--- config.mk ---
export PLATFORM = sky130hd
export DESIGN_NAME = periph_clk_gate_bank
export DESIGN_NICKNAME = d
export VERILOG_FILES = /design/src/rtl/pclk_gate_pkg.sv /design/src/rtl/pclk_gate_ctrl.sv /design/src/rtl/pclk_gate_dp.sv /design/src/rtl/periph_clk_gate_bank.sv
export SDC_FILE = /design/constraint.sdc
export NUM_CORES = 1
export LEC_CHECK = 0
export ABC_AREA = 1
export BUFFER_PORTS_ARGS = -buffer_cell sky130_fd_sc_hd__buf_2
export CORE_MARGIN = 8
export CORE_UTILIZATION = 47
export DETAILED_ROUTE_END_ITERATION = 12
export PLACE_DENSITY_LB_ADDON = 0.15
export REMOVE_ABC_BUFFERS = 1
export SYNTH_ARGS = -nofsm -noshare
export SYNTH_HDL_FRONTEND = slang
export SYNTH_SLANG_ARGS = --single-unit
--- constraint.sdc ---
create_clock -name clk -period 0.8 [get_ports clk]
set_clock_uncertainty 0.15 [all_clocks]
set_input_delay 0.08 -clock clk [delete_from_list [all_inputs] [get_ports clk]]
set_output_delay 0.08 -clock clk [all_outputs]
set_load 0.01 [all_outputs]
--- src/rtl/pclk_gate_pkg.sv ---
package pclk_gate_pkg;

  localparam int BANK_BITS  = 32;
  localparam int BANK_SEL_W = 4;
  localparam int BANK_STRIDE_LOG2 = 4;

  localparam logic [3:0] OFS_SET  = 4'h0;
  localparam logic [3:0] OFS_CLR  = 4'h4;
  localparam logic [3:0] OFS_STAT = 4'h8;

  typedef struct packed {
    logic                  wrSet;
    logic                  wrClr;
    logic                  rdStat;
    logic [BANK_SEL_W-1:0] bank;
  } gateStrb_t;

endpackage

--- src/rtl/pclk_gate_ctrl.sv ---
module pclk_gate_ctrl
  import pclk_gate_pkg::*;
#(
  parameter int ADDR_W    = 8,
  parameter int NUM_BANKS = 2
) (
  input  logic [ADDR_W-1:0] busAddr,
  input  logic              busWe,
  output gateStrb_t         strb
);

  localparam int FIELD_W = ADDR_W - BANK_STRIDE_LOG2;
  localparam logic [FIELD_W-1:0] BANK_LIMIT = FIELD_W'(NUM_BANKS);

  logic [FIELD_W-1:0] bankField;
  logic [3:0]         regOfs;
  logic               bankOk;

  assign bankField = busAddr[ADDR_W-1:BANK_STRIDE_LOG2];
  assign regOfs    = busAddr[BANK_STRIDE_LOG2-1:0];
  assign bankOk    = bankField < BANK_LIMIT;

  always_comb begin
    strb        = '0;
    strb.bank   = BANK_SEL_W'(bankField);
    strb.wrSet  = busWe && bankOk && (regOfs == OFS_SET);
    strb.wrClr  = busWe && bankOk && (regOfs == OFS_CLR);
    strb.rdStat = bankOk && (regOfs == OFS_STAT);
  end

endmodule

--- src/rtl/pclk_gate_dp.sv ---
module pclk_gate_dp
  import pclk_gate_pkg::*;
#(
  parameter int NUM_IDS    = 64,
  parameter int NUM_LOCKED = 2,
  parameter int NUM_BANKS  = 2
) (
  input  logic                 clk,
  input  logic                 rstN,
  input  gateStrb_t            strb,
  input  logic [BANK_BITS-1:0] busWdata,
  output logic [NUM_IDS-1:0]   enState,
  output logic [BANK_BITS-1:0] rdData
);

  localparam int PAD_W = NUM_BANKS * BANK_BITS;

  for (genvar g = 0; g < NUM_IDS; g++) begin : g_id
    localparam int BANK_NUM = g / BANK_BITS;
    localparam int BIT_POS  = g % BANK_BITS;
    if (g < NUM_LOCKED) begin : g_locked
      assign enState[g] = 1'b1;
    end else begin : g_gated
      logic hitSet;
      logic hitClr;
      assign hitSet = strb.wrSet && (int'(strb.bank) == BANK_NUM) && busWdata[BIT_POS];
      assign hitClr = strb.wrClr && (int'(strb.bank) == BANK_NUM) && busWdata[BIT_POS];
      always_ff @(posedge clk or negedge rstN) begin
        if (!rstN)       enState[g] <= 1'b0;
        else if (hitClr) enState[g] <= 1'b0;
        else if (hitSet) enState[g] <= 1'b1;
      end
    end
  end

  logic [PAD_W-1:0]     padState;
  logic [BANK_BITS-1:0] rdNext;

  assign padState = PAD_W'(enState);

  always_comb begin
    rdNext = '0;
    if (strb.rdStat) rdNext = padState[int'(strb.bank)*BANK_BITS +: BANK_BITS];
  end

  always_ff @(posedge clk or negedge rstN) begin
    if (!rstN) rdData <= '0;
    else       rdData <= rdNext;
  end

endmodule

--- src/rtl/periph_clk_gate_bank.sv ---
module periph_clk_gate_bank
  import pclk_gate_pkg::*;
#(
  parameter int NUM_IDS    = 64,
  parameter int NUM_LOCKED = 2,
  parameter int ADDR_W     = 8
) (
  input  logic              clk,
  input  logic              rstN,
  input  logic [ADDR_W-1:0] busAddr,
  input  logic              busWe,
  input  logic [31:0]       busWdata,
  output logic [31:0]       rdData,
  output logic [NUM_IDS-1:0] clkEn
);

  localparam int NUM_BANKS = (NUM_IDS + BANK_BITS - 1) / BANK_BITS;

  gateStrb_t strb;

  pclk_gate_ctrl #(
    .ADDR_W   (ADDR_W),
    .NUM_BANKS(NUM_BANKS)
  ) u_ctrl (
    .busAddr(busAddr),
    .busWe  (busWe),
    .strb   (strb)
  );

  pclk_gate_dp #(
    .NUM_IDS   (NUM_IDS),
    .NUM_LOCKED(NUM_LOCKED),
    .NUM_BANKS (NUM_BANKS)
  ) u_dp (
    .clk     (clk),
    .rstN    (rstN),
    .strb    (strb),
    .busWdata(busWdata),
    .enState (clkEn),
    .rdData  (rdData)
  );

endmodule

# Word level (Yosys, flattened, before mapping)
# Cells that the tools add are included.
# word_totals
regBits	94
in_bits	43
out_inout_bits	96
word_cells	389
# classes
n_lt_le_gt_ge	1
eq_ne	3
n_shift	1
n_mux	125
n_reduce_logical	196
# op_table
op	count
$logic_and A1 B1 Y1	132
$mux W1	124
$reduce_bool A2 Y1	62
$shiftx A64 B10 Y32	1
$mux W32	1
$logic_not A4 Y1	2
$eq A4 B2 Y1 const B	1
$eq A4 B3 Y1 const B	1
$eq A4 B4 Y1 const B	1
$lt A4 B2 Y1 const B	1

# Depth between registers and ports, before layout
# Gate-level depths: netlist (run 1).
# depth
word_depth	7
ltp_mapped	8
mapped_depth_nobuf	7

# By module
# From an unflattened synthesis (run 1), not the netlist that was laid out.
# unflattened
hier_cells	529
area_unflattened_um2	4418.0
# modules_own_cells
module	n_inst	cells_each	area_per_inst_um2	seq_area_each_um2
pclk_gate_dp	1	512	4326.6	2352.3
pclk_gate_ctrl	1	17	91.3	0.0

# Worst setup path before layout (run 1)
# OpenSTA, ideal clock, no wires.
# synth_path
kind	input port to flip-flop
start	input busAddr[7]
end	register u_dp.enState[32]
setup_time_ns	0.113
arrival_time_ns	0.857
t_required_ns	0.537
slack_ns	-0.320
path_stages	7
n_path_buf	1
cell_sequence	nor2_2 nand3_4 nor2_8 buf_6 nand3_1 nand2_1 inv_1
# synth_between
elab_chain_cells	6
elab_cells_between_ends	11
cone_classes	order compare: 1; eq/ne: 1; mux: 1; reduce/logical: 8
# synth_rtl
item	line_no	rtl
from (decl)	periph_clk_gate_bank.sv:10	input logic [ADDR_W-1:0] busAddr,
$lt A4 B2 Y1	pclk_gate_ctrl.sv:21	assign bankOk = bankField < BANK_LIMIT;
$logic_and A1 B1 Y1	pclk_gate_ctrl.sv:26, pclk_gate_ctrl.sv:27	
$logic_and A1 B1 Y1 (on tied branches)	pclk_gate_ctrl.sv:27, pclk_gate_ctrl.sv:26	
$logic_and A1 B1 Y1 (on tied branches) (2 in series)	pclk_gate_dp.sv:27, pclk_gate_dp.sv:26	
$mux W1 / $reduce_bool A2 Y1 (equally long branches)	n/a	
to (signal, indexed assignment)	pclk_gate_dp.sv:29	if (!rstN) enState[g] <= 1'b0;
to (signal, indexed assignment)	pclk_gate_dp.sv:30	else if (hitClr) enState[g] <= 1'b0;
to (signal, indexed assignment)	pclk_gate_dp.sv:31	else if (hitSet) enState[g] <= 1'b1;
to (decl)	pclk_gate_dp.sv:12	output logic [NUM_IDS-1:0] enState,
# Several ways; a longest one is shown, not always the timed one.
# A chain may end at the register's enable or synchronous reset.

# Worst setup path after layout (run 1)
# layout_path
start	register u_dp.rdData[30]
end	output rdData[30]
# layout_lines
item	line_no	rtl
from (decl)	pclk_gate_dp.sv:13	output logic [BANK_BITS-1:0] rdData
from (signal assigned)	pclk_gate_dp.sv:48	else rdData <= rdNext;
to (decl)	periph_clk_gate_bank.sv:13	output logic [31:0] rdData,
# No word-level cell between the ends.

==> results of run 1 <==
-- worst paths after layout --
path,end
worst max-delay path,rdData[30]
worst min-delay path,u_dp.enState[32]
worst max register to register,u_dp.enState[26]
worst min register to register,u_dp.rdData[11]
max in group asynchronous,u_dp.enState[33]
min in group asynchronous,u_dp.rdData[19]
-- sequential cells by signal (all words and copies together), names as in the netlist --
signal,count
u_dp.rdData,32
u_dp.enState,62
-- area by class of cell --
type	instances	area (um^2)
repair buffers	221	2032
inverters	127	489.2
flip-flops and latches	94	2352
multi-input cells	322	2457
clock buffers	11	141.4
clock inverters	4	47.55
well taps	133	166.4
fillers	614	1998
-- routing by layer --
metal	part of all wire	routed length, um
met1	0.39	6318
met4	0.025	401
met5	0	0
met2	0.52	8550
met3	0.066	1071
-- synthesized netlist by cell type (all sizes together) --
library cell / count / area, um^2
nor2: 36 / 172.7
a21oi: 2 / 10.01
a211oi: 30 / 225.2
clkinv: 1 / 3.750
inv: 126 / 473.0
nand3: 126 / 643.1
nand4: 1 / 6.260
buf: 34 / 260.3
nand2: 125 / 469.2
conb: 1 / 3.750
clkbuf: 3 / 18.76
dfrtp: 94 / 2352
-- cell usage in the layout, fill, tap and decap left out, drive strengths merged --
cell         instances
inv                127
clkinvlp             1
nor2                36
dlygate4sd3          1
nand3              126
buf                216
clkinv               2
a211oi              30
bufinv               1
nand2              125
nand4                1
a21oi                2
conb                 2
dfrtp               94
clkbuf              15
-- kinds of logic after synthesis --
logic type	share of synthesized area
AND/OR/NAND/NOR	0.2784
buffers and inverters	0.1629
flip-flops	0.5071
other	0.0008085
AO/OA/AOI/OAI	0.05072
-- metrics by stage --
step	cell area (um^2)	TNS, ns	util
2_1_floorplan	4363	-66.88	-
5_1_grt	7686	-58.05	0.7937
4_1_cts	7048	-50.10	0.7278
6_report	7686	-51.81	0.7937
3_3_place_gp	5480	-42.72	0.5659
3_5_place_dp	5480	-46.31	0.5659
-- worst reg2reg max path: cells and delay by family, from the launching register on --
kind	cells	cell delay (ns)
buf+inv	3	0.26
flops	1	0.42
simple gates	2	0.15
-- power groups by stage --
stage                     Clock [mW]  Sequential [mW]  Combinational, mW
after floorplan                    0             5.17              0.311
after global placement             0             5.10               1.07
after detailed placement           0             5.11               1.10
after CTS                       3.22             5.01               1.43
after global routing            3.42             5.03               1.83
final                           3.21             5.02               1.69
-- what timing repair did --
| action | CTS | global route |
|---|---|---|
| endpoints found under the setup margin | 186 | 188 |
| setup buffers | 47 | 27 |
| hold endpoints to repair | 156 | 62 |
| cloned | 12 | 4 |
| gates resized for setup | 164 | 157 |
| pin swaps | 84 | 86 |
==> impl_metrics.toml, run 1 <==
[outcome]
outcome = "complete, but fails checks"
failed_checks = "negative hold slack, negative setup slack"

[layout]
antenna_cells = 0
layout-drive-gt1-share = 0.5648
final_nets = 818
stdcell_count = 912
syn2layout_area_growth_pct = 65.71

[pwr]
p_int_mw = 7.067
irDropWorstVdd_v = 0.0008457
p_leak_nw = 3.640
power_mw = 9.918
p_switching_mw = 2.851
power_switching_share = 0.2875
p_seq_frac = 0.506
p_clk_frac = 0.324
pwr-share-comb = 0.170
p_per_area_nw_per_um2 = 1290

[timing]
fin_crit_ns = 1.172
max_freq_mhz = 853.1
fin_hold_ws_ns = -0.1419
finalHoldViolations = 62
timing.final.crit_share = 1.465
setup_viol = 188
rsz0062_at_grt = "true"
slew_viol_final = 0
fin_ws_ns = -0.3721

[worst_setup_path]
path_cells = "buf_2"
startpoint = "u_dp.rdData[30]"
worst-setup-path-type = "register to primary output"
slowest_stage = "dfrtp_1"
critPathCaptureType = "primary output"
cp.required_ns = 0.57
reg2reg_slack_ns = -0.26
start_kind = "register"
max_stage_delay_ns = 0.42
worstReg2RegStart = "u_dp.enState[26]"
worstPathArrival_ns = 0.94
cp_max_fo = 1
cp.depth = 1
cp.buffers_inverters = 1
crit_family = "flip-flops"
r2r_cells = 5

[grt]
grt.met2_usage = 0.3907
grt_start_max_net_pins = 55
top_usage_layer = "met2"
antenna_found_initial = 0
grt_pass1_vias = 4532
grt_usage = 0.2207
grtUsageMet3 = 0.05252
use_met1 = 0.2631
grt_pass1_wl_um = 22940
grt_overflow = 0

[synth]
syn_inst = 579
syn_area_um2 = 4638
ys_types = 19
ys_seq_area_frac = 0.5071
syn_avg_cell_area_um2 = 8.011
synth_seq_cells = 94
yosys_warnings = 0

[worst_hold_path]
min-delay-start = "busWdata[0]"
min_path_type = "input pin to register"
hold-path-cell-count = 4

[cts]
clkSinkCount = 94
clkTransAtPathRegs_ns = 0.10
clk_latency_ns = 0.36
numCtsBuffers = 9
clockBufferDepth = 2
cts_root_buffer = "clkbuf_8"
cts-htree-levels = 3
cts_tree = "built"
hold_buffers = 1

[routing]
drt_wl_total_um = 16340
drc_errors = 0
first_pass_iters = 4
first_iter_violations = 296
vias = 4652
postRouteAntennaNets = 0
wire_per_inst_um = 17.92
avgViaCountPerCell = 5.101

[die]
die_w_um = 115.3
initial_core_util = 0.4789
num_rows = 36
core-area_um2 = 9684
dieArea_um2 = 13300
die_h_um = 115.3
ios = 139

[place]
dp_hpwl_um = 8045
io_buffers = 136
dp_slack_ns = -0.5940
gp_congestion = 0.7641
dpl.cell_count = 829

[job]
cap_violations = 0
No activity file was read; power rests on OpenSTA's default activity.
==> run 2, diff against run 1 <==
- SETUP_SLACK_MARGIN: unset -> 0.3
==> run 2 against run 1 <==
Effect of this change:
- the flow still finishes with violations (negative hold slack, negative setup slack)
- worst setup slack lost 0.0068 ns
- count of clock-buffer cells in the layout unchanged
- non-clock buffer count rose by 22
- combinational power is 5% higher
- die area did not move
- flip-flop and latch count unchanged
- power rose by 1.0%
- global-route usage up 0.14 points
- core utilization is 3.0 points higher
- largest cell class unchanged
- highest routed layer unchanged
==> impl_metrics.toml, run 2 (synthesis gave the netlist of run 1 again) <==
[routing]
postRouteAntennaNets = 0
vias = 4794
first_iter_violations = 343
avgViaCountPerCell = 5.133
wire_per_inst_um = 18.17
drc_errors = 0
drt_wl_total_um = 16980
first_pass_iters = 5

[die]
core-area_um2 = 9684
num_rows = 36
ios = 139
die_h_um = 115.3
die_w_um = 115.3
dieArea_um2 = 13300
initial_core_util = 0.4789

[worst_hold_path]
min_path_type = "input pin to async pin"

[pwr]
irDropWorstVdd_v = 0.0008360
p_per_area_nw_per_um2 = 1257
p_leak_nw = 3.805

[layout]
stdcell_count = 934
antenna_cells = 0
largest_reg_flops = 62
final_nets = 840
syn2layout_area_growth_pct = 71.89
fin_util = 0.8233
layout-drive-gt1-share = 0.5618
top_regs = "u_dp.enState: 62 flops, u_dp.rdData: 32 flops"
final_common_cell = "buf_2"
largest_register = "u_dp.enState"
final_cell_mix = "buf_2 (115), nand2_1 (112), inv_1 (100)"

[timing]
rsz0062_at_grt = "true"
slew_viol_final = 0
fin_crit_ns = 1.179
finalHoldViolations = 156
fin_hold_ws_ns = -0.4618
timing.final.crit_share = 1.474
setup_viol = 188
max_freq_mhz = 848.2
fin_ws_ns = -0.3789

[cts]
clkTransAtPathRegs_ns = 0.09
cts-htree-levels = 3
numCtsBuffers = 9
clockBufferDepth = 2
clkSinkCount = 94
cts_root_buffer = "clkbuf_8"
cts_tree = "built"
clk_latency_ns = 0.35

[grt]
grt_usage = 0.2221
grt_pass1_vias = 4556
antenna_found_initial = 0
grt_pass1_wl_um = 23100
grt_start_max_net_pins = 55
grt_overflow = 0

[place]
dp_hpwl_um = 8045
gp_congestion = 0.7641
io_buffers = 136
dpl.cell_count = 829

[worst_setup_path]
worstPathArrival_ns = 1.33
cp_max_fo = 8
critPathCaptureType = "register"
cp.required_ns = 0.95
worst-setup-path-type = "input pin to register"
start_kind = "input pin"
r2r_cells = 6

[outcome]
outcome = "complete, but fails checks"
failed_checks = "negative hold slack, negative setup slack"

[job]
cap_violations = 0
run 2: changes by cell type in the layout (fill, tap and decap cells not counted), sizes merged:
cell | previous run | this run
buf | 216 | 239
dlygate4sd3 | 1 | 0
run 2: final timing paths:
path                            slack [ns]        startpoint          endpoint
worst min-delay path                 -0.46              rstN   u_dp.rdData[19]
worst max-delay path                 -0.38        busAddr[1]  u_dp.enState[49]
max in group asynchronous             0.67              rstN  u_dp.enState[30]
min in group clk                     -0.14       busWdata[0]  u_dp.enState[32]
worst min register to register        0.41  u_dp.enState[32]    u_dp.rdData[0]
worst max register to register       -0.30  u_dp.enState[25]  u_dp.enState[25]
run 2: repair_timing:
item | CTS | global route
pin swaps | 85 | 78
cloned | 12 | 4
endpoints found under the setup margin | 188 | 188
hold endpoints to repair | 156 | 156
gates resized for setup | 169 | 148
setup buffers | 47 | 27
run 2: worst max-delay path, cell delays in order:
cell     delay [ns]
buf_6          0.09
nor2_4         0.18
nand2_4        0.09
nor2_8         0.15
buf_12         0.12
buf_8          0.11
buf_12         0.10
buf_16         0.13
nand3_2        0.08
nand2_1        0.08
nand2_1        0.06
inv_1          0.05
run 2: layout make-up:
| type | count | area, um^2 |
|---|---|---|
| clock buffers | 11 | 141.4 |
| clock inverters | 4 | 47.55 |
| fillers | 561 | 1712 |
| inverters | 127 | 484.2 |
| multi-input cells | 322 | 2430 |
| flip-flops and latches | 94 | 2352 |
| well taps | 133 | 166.4 |
| repair buffers | 243 | 2351 |
run 2: metal layers:
metal / wire, um / share of wire / GRT usage
met5: 0 / 0 / 0
met3: 1115 / 0.066 / 0.05252
met2: 8880 / 0.52 / 0.3868
met1: 6449 / 0.38 / 0.2658
met4: 531 / 0.031 / 0.06480
run 2: through the flow:
stage	instance area, um^2	power [mW]	setup WS, ns	TNS (ns)
global route	7973	10.42	-0.4151	-62.14
detailed placement	5480	6.201	-0.5940	-46.31
global placement	5480	6.171	-0.5145	-42.72
finish	7973	10.02	-0.3789	-56.31
CTS	7071	9.659	-0.3665	-50.51
floorplan	4363	5.480	-0.8565	-66.88
run 2: report_power, final:
group | internal [mW] | total (mW) | switching, mW | leakage (nW)
Combinational | 0.727 | 1.78 | 1.05 | 2.70
Sequential | 4.91 | 5.02 | 0.119 | 1.01
Clock | 1.51 | 3.22 | 1.71 | 0.0952
Total | 7.14 | 10.0 | 2.88 | 3.80
==> run 3, diff against run 2 <==
==> constraint.sdc (replaced) <==
create_clock -name clk -period 0.8 [get_ports clk]
set_clock_uncertainty 0.15 [all_clocks]
set_input_delay 0 -clock clk [delete_from_list [all_inputs] [get_ports clk]]
set_output_delay 0 -clock clk [all_outputs]
set_load 0.01 [all_outputs]
==> run 3 against run 2 <==
Effect of this change:
- the run still ends with negative hold slack, negative setup slack left
- non-clock buffer count down 7
- largest cell class is now flip-flops and latches
- register-to-register slack about the same
- worst setup slack got worse by 0.021 ns
- count of clock-buffer cells in the layout grew 3
- core utilization is 1.9 points lower
- global-route usage rose by 0.19 points
- first-iteration DRC count is 31% lower
- via count shrank 2.2%
- sequential power about the same
- power up 0.14%
- maximum frequency shrank 1.8%
==> impl_metrics.toml, run 3 (synthesis gave the netlist of run 1 again) <==
[layout]
n_fill_cell = 611
top_regs = "u_dp.enState: 62 flops, u_dp.rdData: 32 flops"
final_cell_mix = "nand2_1 (104), buf_2 (103), dfrtp_1 (94)"
final_nets = 833
area.sequential_um2 = 2352
layout-drive-gt1-share = 0.5572
antenna_cells = 0
largest_register = "u_dp.enState"
syn2layout_area_growth_pct = 67.98
multi_input_area_um2 = 2312
design_area_um2 = 7791
largest_reg_flops = 62
final_common_cell = "nand2_1"

[pwr]
p_per_area_nw_per_um2 = 1288
p_leak_nw = 3.711
irDropWorstVdd_v = 0.0008622
power_mw = 10.04

[routing]
wire_per_inst_um = 17.28
avgViaCountPerCell = 5.053
drc_errors = 0
first_pass_iters = 4
top_layer = "met4"
wl_met2_um = 8327
vias = 4689
wl_met3_um = 855
first_iter_violations = 235
postRouteAntennaNets = 0
drt_wl_total_um = 16040
wl_met1_um = 6439

[cts]
cts_tree = "built"
clk_latency_ns = 0.38
numCtsBuffers = 9
clkSinkCount = 94
cts_root_buffer = "clkbuf_8"
clkTransAtPathRegs_ns = 0.10
cts-htree-levels = 3
clockBufferDepth = 2

[place]
io_buffers = 136
dp_hpwl_um = 8124
placed_area_um2 = 5600
gp_congestion = 0.7500

[timing]
rsz0062_at_grt = "true"
slew_viol_final = 0
timing.final.crit_share = 1.500
fin_hold_ws_ns = -0.2264
setup_viol = 210
fin_ws_ns = -0.4001
max_freq_mhz = 833.2
fin_crit_ns = 1.200
finalHoldViolations = 66

[grt]
grt_pass1_wl_um = 23270
grt_usage = 0.2240
antenna_found_initial = 0
grt_pass1_vias = 4603
grt_start_max_net_pins = 53
grt_overflow = 0

[die]
core-area_um2 = 9684
initial_core_util = 0.4789
dieArea_um2 = 13300
ios = 139
die_w_um = 115.3
num_rows = 36
die_h_um = 115.3

[worst_hold_path]
min_path_type = "input pin to register"

[worst_setup_path]
start_kind = "register"
cp.required_ns = 0.65
worst-setup-path-type = "register to primary output"
cp_max_fo = 2
critPathCaptureType = "primary output"
worstPathArrival_ns = 1.05

[outcome]
outcome = "complete, but fails checks"
failed_checks = "negative hold slack, negative setup slack"

[job]
cap_violations = 0
run 3: stage by stage:
| step | setup TNS (ns) | hold WS (ns) | util | worst slack (ns) | instances |
|---|---|---|---|---|---|
| after global routing | -55.65 | -0.2149 | 0.8045 | -0.4336 | 928 |
| after global placement | -34.81 | -0.3278 | 0.5783 | -0.4317 | 845 |
| after detailed placement | -38.39 | -0.3286 | 0.5783 | -0.4768 | 845 |
| after CTS | -40.43 | -0.2530 | 0.7289 | -0.3955 | 910 |
| after floorplan | -59.36 | -0.4456 | - | -0.7765 | 543 |
| final | -43.00 | -0.2264 | 0.8045 | -0.4001 | 928 |
run 3: where the power goes:
group / switching [mW] / internal [mW]
Combinational: 1.04 / 0.778
Clock: 1.72 / 1.48
Sequential: 0.124 / 4.91
Total: 2.88 / 7.16
run 3: path summary, 6_finish.rpt:
path                             startpoint  slack (ns)               end  cells after the start
hold / removal                 busWdata[30]       -0.23  u_dp.enState[30]                      4
setup / recovery           u_dp.enState[34]       -0.40         clkEn[34]                      2
setup reg to reg           u_dp.enState[23]       -0.29  u_dp.enState[23]                      6
min in group asynchronous              rstN       -0.10  u_dp.enState[54]                      2
hold reg to reg            u_dp.enState[32]        0.38    u_dp.rdData[0]                      2
max in group asynchronous              rstN       -0.01   u_dp.rdData[12]                      3
run 3: final cells by class:
| type | instances | area share |
|---|---|---|
| sequential | 94 | 0.3019 |
| multi-input combinational | 322 | 0.2968 |
| timing repair buffer | 236 | 0.2916 |
| inverter | 127 | 0.06311 |
| clock buffer | 14 | 0.02345 |
| tap | 133 | 0.02136 |
| clock inverter | 2 | 0.001767 |
run 3: what timing repair did:
item	4_1_cts	5_1_grt
endpoints found under the setup margin	188	282
setup buffers	38	17
pin swaps	76	86
hold endpoints to repair	162	158
gates cloned	10	1
gates resized for setup	181	142
hold buffers	1	1
run 3: worst max-delay path: stages (launching register included):
cell,delay (ns)
dfrtp_1,0.43
buf_6,0.14
buf_6,0.11
run 3: routing by layer:
layer | GRT usage | vias to the layer above
met3 | 0.05410 | 37
met4 | 0.1042 | 0
met2 | 0.3698 | 153
li1 | - | 2216
met1 | 0.2701 | 2283
met5 | 0 | -
